$ cat src/rtl/dcl_pkg.sv
package dcl_pkg;
    typedef enum logic [2:0] {
        ST_IDLE,
        ST_LEAD,
        ST_HIGH,
        ST_LOW,
        ST_GAP,
        ST_SETTLE,
        ST_STROBE,
        ST_DONE
    } dcl_state_e;
endpackage

$ cat src/rtl/dcl_timer.sv
// Down-counting phase timer: a load of length L keeps expired low for L-1 cycles.
module dcl_timer #(
    parameter int W = 4
) (
    input  logic         clk,
    input  logic         rst_n,
    input  logic         load,
    input  logic [W-1:0] len,
    output logic         expired
);
    logic [W-1:0] cnt;

    always_ff @(posedge clk or negedge rst_n) begin
        if (!rst_n)            cnt <= '0;
        else if (load)         cnt <= len - W'(1);
        else if (cnt != '0)    cnt <= cnt - W'(1);
    end

    assign expired = (cnt == '0);
endmodule

$ cat src/rtl/dcl_frame_reg.sv
// Holds the whole chain frame; the farthest channel occupies the top word.
module dcl_frame_reg #(
    parameter int N_DAC  = 4,
    parameter int CODE_W = 12,
    parameter int WORD_W = 16
) (
    input  logic                    clk,
    input  logic                    rst_n,
    input  logic                    load,
    input  logic                    shift,
    input  logic [N_DAC*CODE_W-1:0] codes,
    output logic                    sdin
);
    localparam int TOTAL = N_DAC * WORD_W;
    localparam int PAD   = WORD_W - CODE_W;

    logic [TOTAL-1:0] frame_in;
    logic [TOTAL-1:0] sreg;

    for (genvar g = 0; g < N_DAC; g++) begin : g_word
        assign frame_in[g*WORD_W +: WORD_W] = {{PAD{1'b0}}, codes[g*CODE_W +: CODE_W]};
    end

    always_ff @(posedge clk or negedge rst_n) begin
        if (!rst_n)      sreg <= '0;
        else if (load)   sreg <= frame_in;
        else if (shift)  sreg <= {sreg[TOTAL-2:0], 1'b0};
    end

    assign sdin = sreg[TOTAL-1];
endmodule

$ cat src/rtl/dac_chain_loader.sv
module dac_chain_loader
    import dcl_pkg::*;
#(
    parameter int N_DAC     = 4,
    parameter int CODE_W    = 12,
    parameter int WORD_W    = 16,
    parameter int HALF_CLKS = 4,
    parameter int GAP_CLKS  = 3,
    parameter int LDAC_CLKS = 4,
    parameter int CLK_NS    = 20,
    parameter bit BYTE_MODE = 1'b0
) (
    input  logic                    clk,
    input  logic                    rst_n,
    input  logic                    start,
    input  logic [N_DAC*CODE_W-1:0] codes,
    output logic                    busy,
    output logic                    done,
    output logic                    sclk,
    output logic                    sdin,
    output logic                    sync_n,
    output logic                    ldac_n
);
    localparam int TOTAL = N_DAC * WORD_W;
    localparam int BW    = $clog2(TOTAL + 1);
    localparam int M1    = (2 * HALF_CLKS > GAP_CLKS) ? 2 * HALF_CLKS : GAP_CLKS;
    localparam int MAXL  = (M1 > LDAC_CLKS) ? M1 : LDAC_CLKS;
    localparam int TW    = $clog2(MAXL + 1);

    if (LDAC_CLKS * CLK_NS < 50) begin : g_ldac_short
        $error("update strobe shorter than 50 ns");
    end
    if (WORD_W <= CODE_W || HALF_CLKS < 1 || GAP_CLKS < 1 || LDAC_CLKS < 1) begin : g_bad_cfg
        $error("illegal sequencer configuration");
    end

    dcl_state_e    state, nxt;
    logic          tmr_load, tmr_exp, f_load, f_shift, fall_ev;
    logic [TW-1:0] tmr_len;
    logic [BW-1:0] bits;

    dcl_timer #(.W(TW)) u_timer (
        .clk(clk), .rst_n(rst_n), .load(tmr_load), .len(tmr_len), .expired(tmr_exp)
    );

    dcl_frame_reg #(.N_DAC(N_DAC), .CODE_W(CODE_W), .WORD_W(WORD_W)) u_frame (
        .clk(clk), .rst_n(rst_n), .load(f_load), .shift(f_shift), .codes(codes), .sdin(sdin)
    );

    // State register
    always_ff @(posedge clk or negedge rst_n) begin
        if (!rst_n) state <= ST_IDLE;
        else        state <= nxt;
    end

    // Falling-edge counter
    always_ff @(posedge clk or negedge rst_n) begin
        if (!rst_n)       bits <= '0;
        else if (f_load)  bits <= '0;
        else if (fall_ev) bits <= bits + BW'(1);
    end

    // Transitions
    always_comb begin
        nxt      = state;
        tmr_load = 1'b0;
        tmr_len  = TW'(HALF_CLKS);
        f_load   = 1'b0;
        f_shift  = 1'b0;
        fall_ev  = 1'b0;
        unique case (state)
            ST_IDLE: if (start) begin
                nxt = ST_LEAD; tmr_load = 1'b1; f_load = 1'b1;
            end
            ST_LEAD: if (tmr_exp) begin
                nxt = ST_HIGH; tmr_load = 1'b1;
            end
            ST_HIGH: if (tmr_exp) begin
                nxt = ST_LOW; tmr_load = 1'b1; fall_ev = 1'b1;
            end
            ST_LOW: if (tmr_exp) begin
                tmr_load = 1'b1;
                if (bits == BW'(TOTAL)) begin
                    nxt = ST_SETTLE; tmr_len = TW'(2 * HALF_CLKS);
                end else if (BYTE_MODE && bits[2:0] == 3'd0) begin
                    nxt = ST_GAP; tmr_len = TW'(GAP_CLKS);
                end else begin
                    nxt = ST_HIGH; f_shift = 1'b1;
                end
            end
            ST_GAP: if (tmr_exp) begin
                nxt = ST_HIGH; tmr_load = 1'b1; f_shift = 1'b1;
            end
            ST_SETTLE: if (tmr_exp) begin
                nxt = ST_STROBE; tmr_load = 1'b1; tmr_len = TW'(LDAC_CLKS);
            end
            ST_STROBE: if (tmr_exp) nxt = ST_DONE;
            ST_DONE:   nxt = ST_IDLE;
        endcase
    end

    // Outputs
    always_comb begin
        sclk   = (state == ST_HIGH);
        sync_n = !(state inside {ST_LEAD, ST_HIGH, ST_LOW, ST_GAP});
        ldac_n = (state != ST_STROBE);
        busy   = (state != ST_IDLE);
        done   = (state == ST_DONE);
    end
endmodule

$ cat config.mk
export PLATFORM = sky130hd
export DESIGN_NAME = dac_chain_loader
export DESIGN_NICKNAME = d
export VERILOG_FILES = /design/src/rtl/dcl_pkg.sv /design/src/rtl/dcl_timer.sv /design/src/rtl/dcl_frame_reg.sv /design/src/rtl/dac_chain_loader.sv
export SDC_FILE = /design/constraint.sdc
export NUM_CORES = 1
export LEC_CHECK = 0
export BUFFER_PORTS_ARGS = -buffer_cell sky130_fd_sc_hd__buf_2
export CAP_MARGIN = 10
export CORE_UTILIZATION = 30
export DETAILED_ROUTE_END_ITERATION = 10
export GPL_TIMING_DRIVEN = 1
export PLACE_DENSITY = 0.59
export SYNTH_ARGS = -nofsm -noshare
export SYNTH_HDL_FRONTEND = slang
export SYNTH_HIERARCHICAL = 1
export SYNTH_SLANG_ARGS = --single-unit
$ cat constraint.sdc
create_clock -name clk -period 5.1 [get_ports clk]
set_clock_uncertainty 0.2 [all_clocks]
set_input_delay 0 -clock clk [delete_from_list [all_inputs] [get_ports clk]]
set_output_delay 0 -clock clk [all_outputs]
set_load 0.05 [all_outputs]
Word level (Yosys, flattened, before mapping) --
Cells that the tools add are included.
Storage, ports and cells: input port bits 51, output and inout bits 6, register bits 78, word-level logic and storage cells 59
Cells by class: equality and inequality tests 15, multiplexer cells 25, $add $sub $neg 3, reductions and logical operators 12
Operators with widths (count):
- $mux W64 | 2
- $mux W3 | 7
- $pmux W3 S7 | 1
- $mux W4 | 5
- $mux W7 | 2
- $eq A3 B3 Y1 const B | 4
- $ne A2 B2 Y1 const B | 4
- $reduce_bool A4 Y1 | 2
- $sub A4 B1 Y4 const B | 2
- $add A7 B1 Y7 const B | 1
- $eq A7 B7 Y1 const B | 1
- $eq A3 B2 Y1 const B | 2
- $mux W1 | 6
- $reduce_and A6 Y1 | 1
- $reduce_bool A2 Y1 | 3
- $reduce_or A5 Y1 | 1
- $logic_not A4 Y1 | 1
- $ne A2 B1 Y1 const B | 2
- $pmux W1 S2 | 2
- $eq A3 B1 Y1 const B | 1
- $logic_not A3 Y1 | 1
- $ne A3 B3 Y1 const B | 1
- $reduce_bool A3 Y1 | 1
- $reduce_or A2 Y1 | 1
- $logic_not A1 Y1 | 1

Longest topological paths before layout --
Gate-level depths: netlist (run 1).
depth after elaboration 6, depth in mapped cells 10, gate-level depth less buffers 9

Modules after synthesis --
Netlist (run 1), hierarchy kept.
By module, submodules not included:
- dcl_frame_reg | instances 1, cells each 259, seq. area each 1601.5 sq um, area an instance 2902.8 sq um
- dac_chain_loader | instances 1, cells each 80, seq. area each 250.2 sq um, area an instance 650.6 sq um
- dcl_timer | instances 1, cells each 21, seq. area each 100.1 sq um, area an instance 242.7 sq um

Least setup slack after synthesis (run 1) --
OpenSTA, ideal clock, no wires.
path type flip-flop to flip-flop, start register u_timer.cnt[2], end register u_timer.cnt[2], library setup time 0.095 ns, data required time 4.805 ns, setup slack 2.634 ns, stages on the path, launching flop included 11, arrival time 2.171 ns, buffers on the path 1, cell sequence dfrtp_1 > or3_4 > nor2_4 > inv_1 > o32ai_1 > buf_2 > mux2i_1 > ha_1 > xor2_1 > nand2_1 > o31ai_1
RTL lines:
- start: declaration | RTL line dcl_timer.sv:11 | logic [W-1:0] cnt;
- start signal: assignment | RTL line dcl_timer.sv:15 | else if (load) cnt <= len - W'(1);
- start signal: assignment | RTL line dcl_timer.sv:16 | else if (cnt != '0) cnt <= cnt - W'(1);
- $logic_not A4 Y1 (*) | RTL line dcl_timer.sv:19 | assign expired = (cnt == '0);
- net tmr_exp | RTL line dac_chain_loader.sv:38 | logic tmr_load, tmr_exp, f_load, f_shift, fall_ev;
- $mux W1 (*)
- $pmux W1 S2 (*) | RTL line dac_chain_loader.sv:71 | unique case (state)
- net tmr_load | RTL line dac_chain_loader.sv:38
- $mux W4 / $reduce_bool A2 Y1 (equally long branches)
The timed path passes the listed nets; every way through them passes the cells marked *. The select of a mux whose other input is x is not followed. A chain may end at the register's enable or synchronous reset.

Final worst setup path (run 1) --
Same ends and word-level chain as after synthesis.

==> results of run 1 <==
worst max-delay path: cells and delay by family, from the launching register on:
kind / cells / cell delay, ns
AND/OR/NAND/NOR: 3 / 0.66
AO/OA/AOI/OAI: 2 / 1.04
buffers and inverters: 1 / 0.15
multiplexers: 1 / 0.32
adder cells (fa/ha/maj): 1 / 0.23
XOR/XNOR: 1 / 0.15
flip-flops: 1 / 0.39
sequential cells by signal, indices dropped and copies added (netlist names):
name	cells
state	3
u_timer/cnt	4
bits	7
u_frame/sreg	64
cell type report:
| class | instances | area [um2] |
|---|---|---|
| clock inverters | 4 | 22.5 |
| multi-input cells | 253 | 1630 |
| repair buffers | 108 | 798 |
| clock buffers | 12 | 246 |
| flip-flops and latches | 78 | 1950 |
| inverters | 8 | 31.3 |
| fillers | 1211 | 7270 |
| well taps | 168 | 210 |
cell usage after synthesis (all sizes together), types with 2 or more instances:
| cell type | number |
|---|---|
| clkbuf | 7 |
| o31ai | 3 |
| mux2i | 66 |
| or3 | 5 |
| nand2 | 57 |
| nor3 | 2 |
| or4 | 2 |
| a21oi | 7 |
| inv | 8 |
| o21ai | 56 |
| nor2 | 22 |
| xnor2 | 2 |
| nand3 | 5 |
| nor2b | 3 |
| o211ai | 2 |
| a31oi | 2 |
| ha | 3 |
| buf | 17 |
| dfrtp | 78 |
cells by family (layout without fill, tap and decap cells):
| family | Yosys count | after routing | share of synthesized area, % |
|---|---|---|---|
| AO/OA/AOI/OAI | 74 | 74 | 10.5 |
| XOR/XNOR | 3 | 3 | 0.692 |
| adder cells (fa/ha/maj) | 3 | 3 | 0.989 |
| buffers and inverters | 32 | 132 | 6.20 |
| flip-flops | 78 | 78 | 51.4 |
| multiplexers | 66 | 66 | 17.4 |
| other | 1 | 4 | 0.0988 |
| AND/OR/NAND/NOR | 103 | 103 | 12.7 |
worst max-delay path by stage:
stage	start	end	cells past startpoint
CTS	u_timer/cnt[2]$_DFFE_PN0P_	u_timer/cnt[2]$_DFFE_PN0P_	9
detailed placement	u_timer/cnt[2]$_DFFE_PN0P_	u_timer/cnt[2]$_DFFE_PN0P_	9
floorplan	u_timer/cnt[2]$_DFFE_PN0P_	u_timer/cnt[2]$_DFFE_PN0P_	10
global route	u_timer/cnt[2]$_DFFE_PN0P_	u_timer/cnt[2]$_DFFE_PN0P_	9
finish	u_timer/cnt[2]$_DFFE_PN0P_	u_timer/cnt[2]$_DFFE_PN0P_	9
global placement	u_timer/cnt[2]$_DFFE_PN0P_	u_timer/cnt[2]$_DFFE_PN0P_	9
power groups by stage:
stage	logic, uW	registers, uW	clock network (uW)
3_3_place_gp	748	1060	0
2_1_floorplan	700	1020	0
5_1_grt	904	1100	626
4_1_cts	812	1060	603
3_5_place_dp	784	1070	0
6_report	797	1060	572
per-stage QoR:
step / total power [uW] / utilization, %
after CTS: 2480 / 40.2
after global routing: 2630 / 40.2
after floorplan: 1720 / -
after detailed placement: 1860 / 33.9
after global placement: 1810 / 33.9
final: 2430 / 40.2
layer usage:
layer / track usage, % / up-vias
met5: 0 / -
met4: 3.12 / 0
met3: 4.08 / 6
met2: 21.0 / 47
met1: 13.9 / 1324
li1: - / 1439
layout by cell type, fill, tap and decap left out, types with 2 or more instances in the layout:
cell,Yosys,layout
o31ai_1,3,3
clkbuf_16,0,9
a21oi_1,7,6
clkinv_2,0,4
or4_1,2,2
nand3_1,5,5
mux2i_1,66,66
a31oi_1,2,2
nor2b_1,3,3
o21ai_1,43,43
dfrtp_1,78,78
ha_1,3,3
buf_4,1,3
nor2_1,21,21
o21ai_0,13,13
xnor2_1,2,2
dlygate4sd3_1,0,50
or3_1,4,4
conb_1,1,4
nand2_1,57,57
buf_2,9,55
clkbuf_1,7,2
o211ai_1,2,2
inv_1,8,7
what timing repair did:
| action | CTS | global route |
|---|---|---|
| setup endpoints to repair | 0 | 0 |
| hold buffers | 50 | 0 |
| resized for setup | 0 | 0 |
| endpoints found under the hold margin | 128 | 0 |
==> results_dict.tcl, run 1 <==
set metrics [dict create \
    status "finished, final reports clean" \
    ys_ff_latch 78 \
    grt_max_degree 85 \
    clockRootBuffer "clkbuf_16" \
    seqPwrFrac_pct 43.7 \
    cp_slowest_stage_delay_ns 0.93 \
    r2r_start "u_timer/cnt[2]$_DFFE_PN0P_" \
    area_delta_synth_final_pct 28.9 \
    routed-wl-met3_um 283 \
    routed.top_layer "met4" \
    slowest_stage "o32ai_1" \
    numCtsBuffers 9 \
    place_area_um2 4120 \
    port_buffers 56 \
    r2r_cells 9 \
    die-area_um2 13100 \
    layout.nets 512 \
    end_kind "flop" \
    crit_path_start_kind "flop" \
    min_path_type "in -> async" \
    worst_slew_pin_slew_ns 1.06 \
    grtUsageTotal_pct 12.0 \
    crit_fanout 7 \
    avgSynthCellArea_um2 10.5 \
    die_h_um 114 \
    yosysTopAreaCellShare_pct 51.4 \
    rows 40 \
    start_util_pct 31.2 \
    drv_slew 0 \
    synth.largest_area_cell "dfrtp_1" \
    clockBufferDepth 2 \
    max-slew-margin-rel_pct 28.8 \
    ff2ff_setup_slack_ns 1.86 \
    ys_seq_area_share_pct 51.4 \
    intPower_uw 1610 \
    yosysWarningCount 6 \
    leakage_uw 0.00204 \
    sw_frac_of_total_pct 33.7 \
    yosysUniqueCellTypes 40 \
    async_flop_share_pct 100 \
    fin_ws_ns 1.86 \
    min_period_over_period_pct 63.6 \
    worstPathRequired_ns 5.13 \
    grt_first_pass_wirelength_um 12400 \
    antenna_found_initial 0 \
    power_density_nw_per_um2 497 \
    drc 0 \
    drive_gt1_share_pct 16.8 \
    postCtsSetupBuffers 0 \
    wl_met2_um 3590 \
    diodes 0 \
    drt-initial-drc-count 98 \
    final_cells 631 \
    syn_inst 360 \
    synth_area_um2 3800 \
    fmax_mhz 308 \
    post_drt_wl_per_cell_um 11.7 \
    dpl.cell_count 565 \
    worstPathCellList "or3_4 > nor2_4 > inv_1 > o32ai_1 > mux2i_1 > ha_1 > xor2_1 > nand2_1 > o31ai_1" \
    dpl.hpwl_um 4430 \
    setup_violations 0 \
    synth_area_leaders "dfrtp_1 51%, mux2i_1 17%, o21ai_1 5.7%, nand2_1 5.6%, buf_12 2.6%" \
    cts_tree "done" \
    grt.overflow.total 0 \
    postRouteAntennaNets 0 \
    viasPerCell 4.46 \
    clkPwrFrac_pct 23.5 \
    clock_latency_ns 0.33 \
    worstPathArrival_ns 3.27 \
    die_x_um 114 \
    synth-edff-count 0 \
    r2r_end "u_timer/cnt[2]$_DFFE_PN0P_" \
    switchingPower_uw 820 \
    hold_viol_final 0 \
    synth-main-ff-cell "dfrtp_1" \
    clk_pin_slew_worst_paths_ns 0.06 \
    pin_count 57 \
    worst-setup-path-type "reg -> reg" \
    design_area_um2 4890 \
    via_count 2816 \
    peakVddDrop_mv 0.230 \
    maxCapViolations 0 \
    finalSetupTns_ns 0 \
    dp_slack_ns 1.84 \
    coreArea_um2 12200 \
    gp_congestion 0.740 \
    min_period_ns 3.24 \
    hold_ws_ns 0.187 \
    power_frac_comb_pct 32.8 \
    cts_sinks 78 \
    wl_met1_um 3440 \
    wl_um 7390 \
    first_pass_iters 4 \
    rsz0062_at_grt "no" \
    grt_pass1_vias 2746 \
    htreeDepth 3 \
]
Note: power is estimated with default switching activity, not from simulation.
==> run 2: changes to the inputs <==
--- a/config.mk
+++ b/config.mk
@@ -5,12 +5,13 @@
 export SDC_FILE = /design/constraint.sdc
 export NUM_CORES = 1
 export LEC_CHECK = 0
+export ABC_AREA = 1
 export BUFFER_PORTS_ARGS = -buffer_cell sky130_fd_sc_hd__buf_2
 export CAP_MARGIN = 10
 export CORE_UTILIZATION = 30
 export DETAILED_ROUTE_END_ITERATION = 10
 export GPL_TIMING_DRIVEN = 1
-export PLACE_DENSITY = 0.59
+export PLACE_DENSITY = 0.61
 export SYNTH_ARGS = -nofsm -noshare
 export SYNTH_HDL_FRONTEND = slang
 export SYNTH_HIERARCHICAL = 1
==> constraint.sdc (replaced) <==
create_clock -name clk -period 2.8 [get_ports clk]
set_clock_uncertainty 0.2 [all_clocks]
set_input_delay 0 -clock clk [delete_from_list [all_inputs] [get_ports clk]]
set_output_delay 0 -clock clk [all_outputs]
set_load 0.05 [all_outputs]
==> run 2 against run 1 <==
Hold slack got worse by 0.020 ns. Cell area rose by 3.7%. Sequential power rose by 70%. Clock power rose by 100%. Sequential cell count did not move. Sequential share of layout area fell by 1.4 points. Total power rose by 95%. Worst setup slack got worse by 1.4 ns. First-iteration DRC count rose to 3.2 times the previous value. Register-to-register slack got worse by 1.4 ns. Synthesized cell count rose by 42%.
==> results_dict.tcl, run 2 <==
set metrics [dict create \
    status "finished, final reports clean" \
    seqPwrFrac_pct 37.9 \
    clkPwrFrac_pct 24.6 \
    antenna_found_initial 0 \
    clock_latency_ns 0.34 \
    clk_pin_slew_worst_paths_ns 0.06 \
    layout.nets 659 \
    synth.largest_area_cell "dfrtp_1" \
    final_cells 782 \
    dpl.hpwl_um 5750 \
    port_buffers 56 \
    syn_inst 511 \
    drc 0 \
    crit_fanout 11 \
    numCtsBuffers 9 \
    area_delta_synth_final_pct 29.1 \
    grt_first_pass_wirelength_um 15300 \
    rsz0062_at_grt "no" \
    power_frac_comb_pct 37.4 \
    min_period_ns 2.34 \
    final-seq-area_um2 1950 \
    r2r_start "state[1]$_DFFE_PN0P_" \
    peakVddDrop_mv 0.878 \
    ys_seq_area_share_pct 49.7 \
    die_x_um 116 \
    switchingPower_uw 1900 \
    crit_buf_inv 4 \
    ctsResizeCount 0 \
    synth-edff-count 0 \
    cts_sinks 78 \
    cp-startpoint "state[1]$_DFFE_PN0P_" \
    setup_violations 0 \
    die_h_um 116 \
    clockBufferDepth 2 \
    intPower_uw 2840 \
    power_density_nw_per_um2 935 \
    layout_common_cells "225 x nand2_1, 102 x nand3_1, 78 x dfrtp_1" \
    htreeDepth 3 \
    worst-setup-path-type "reg -> reg" \
    largest_reg_flops 64 \
    gp_congestion 0.829 \
    critPathTopFamily "simple AND/OR/NAND/NOR gates" \
    multi_input_area_um2 1660 \
    layout_top_registers "u_frame/sreg x64, bits x7, u_timer/cnt x4" \
    leakage_uw 0.00263 \
    avgSynthCellArea_um2 7.69 \
    drt-initial-drc-count 309 \
    first_pass_iters 4 \
    postRouteAntennaNets 0 \
    viasPerCell 4.53 \
    synth_area_um2 3930 \
    slowest_stage "dfrtp_1" \
    worstPathCellList "inv_2 > nand2_1 > nor2_1 > nand2_2 > o21ai_0 > buf_4 > inv_2 > nand2_1 > nand2_1 > inv_1 > ha_1 > or2_0 > a21boi_1" \
    drive_gt1_share_pct 16.2 \
    synth_area_leaders "dfrtp_1 50%, nand2_1 22%, nand3_1 13%, buf_6 2.6%, inv_1 2.4%" \
    diodes 0 \
    fmax_mhz 427 \
    grt_pass1_vias 3391 \
    grtUsageTotal_pct 14.3 \
    worst_slew_pin_slew_ns 1.01 \
    cp_slowest_stage_delay_ns 0.50 \
    end_kind "flop" \
    min_path_type "in -> async" \
    cts_tree "done" \
    hold_viol_final 0 \
    start_util_pct 31.0 \
    max-slew-margin-rel_pct 32.7 \
    final_common_cell "nand2_1" \
    clockRootBuffer "clkbuf_16" \
    yosysUniqueCellTypes 26 \
    ys_ff_latch 78 \
    post_drt_wl_per_cell_um 11.4 \
    drv_slew 0 \
    grt.overflow.total 0 \
    finalSetupTns_ns 0 \
    maxCapViolations 0 \
    yosysWarningCount 6 \
    synth-main-ff-cell "dfrtp_1" \
    via_count 3544 \
    worstPathRequired_ns 2.86 \
    die-area_um2 13600 \
    crit_path_start_kind "flop" \
    yosysTopAreaCellShare_pct 49.7 \
    top_register "u_frame/sreg" \
    min_period_over_period_pct 83.6 \
    yosys-top-cells-count "225 x nand2_1, 102 x nand3_1, 78 x dfrtp_1, 25 x inv_1, 14 x buf_2" \
    sw_frac_of_total_pct 40.1 \
    postCtsSetupBuffers 0 \
    async_flop_share_pct 100 \
    grt_max_degree 79 \
    worstPathArrival_ns 2.40 \
    dpl.cell_count 716 \
    coreArea_um2 12700 \
    pin_count 57 \
    cp_common_cell "nand2_1" \
    rows 41 \
    wl_um 8950 \
    fillers 1307 \
    yosysMostFrequentCell "nand2_1" \
]
## run 2: worst reg2reg max path: stages, from the launching register on
cell and delay [ns]:
dfrtp_1 0.50, inv_2 0.08, nand2_1 0.07, nor2_1 0.05, nand2_2 0.22, o21ai_0 0.13, buf_4 0.18, inv_2 0.09
nand2_1 0.06, nand2_1 0.08, inv_1 0.06, ha_1 0.19, or2_0 0.22, a21boi_1 0.13
## run 2: cell families after synthesis
| kind of cell | after synthesis | synth area share, % |
|---|---|---|
| and+or+nand+nor | 354 | 38.5 |
| DFF | 78 | 49.7 |
| buffers and inverters | 61 | 8.35 |
| AOI/OAI and AO/OA | 11 | 1.75 |
| xor gates and xnor gates | 3 | 0.669 |
| adders and majority gates | 3 | 0.956 |
| other | 1 | 0.0955 |
## run 2: path summary, 6_finish.rpt
path | to | slack [ns] | depth (start not counted)
setup / recovery | u_timer/cnt[2]$_DFFE_PN0P_ | 0.46 | 13
max in group asynchronous | u_timer/cnt[1]$_DFFE_PN0P_ | 1.58 | 2
setup reg to reg | u_timer/cnt[2]$_DFFE_PN0P_ | 0.46 | 13
hold / removal | state[2]$_DFFE_PN0P_ | 0.17 | 2
min in group clk | u_frame/sreg[35]$_DFFE_PN0P_ | 0.22 | 4
hold reg to reg | u_frame/sreg[60]$_DFFE_PN0P_ | 0.27 | 2
## run 2: metal layers
layer	up-vias	share of wire (%)	global-route usage [%]
met5	-	0	0
li1	1798	-	-
met1	1667	46	18.0
met4	0	0.74	3.59
met2	72	49	24.3
met3	7	4.0	3.68
## run 2: final cells by class
type,count,share of cell area [%]
clock buffers,10,4.51
inverters,32,2.42
well taps,172,4.24
flip-flops and latches,78,38.5
repair buffers,111,16.2
multi-input cells,373,32.8
clock inverters,6,1.38
## run 2: what timing repair did
item / 4_1_cts / 5_1_grt
setup endpoints to repair: 0 / 0
hold buffers: 50 / 0
hold endpoints to repair: 134 / 0
## run 2: through the flow
step	cell area (um2)	setup slack, ns	hold slack (ns)	util, %	total power (uW)
after floorplan	3930	0.477	-0.496	-	3250
after global placement	4270	0.527	0.0244	33.7	3480
after detailed placement	4270	0.495	0.0293	33.7	3550
after CTS	5070	0.470	0.215	40.0	4800
after global routing	5070	0.179	0.241	40.0	5160
final	5070	0.458	0.167	40.0	4740
## run 2: power by group through the flow
stage                     Combinational [uW]  Clock (uW)  Sequential (uW)
after floorplan                         1510           0             1740
after global placement                  1680           0             1800
after detailed placement                1740           0             1810
after CTS                               1800        1210             1800
after global routing                    2060        1250             1850
final                                   1770        1170             1800
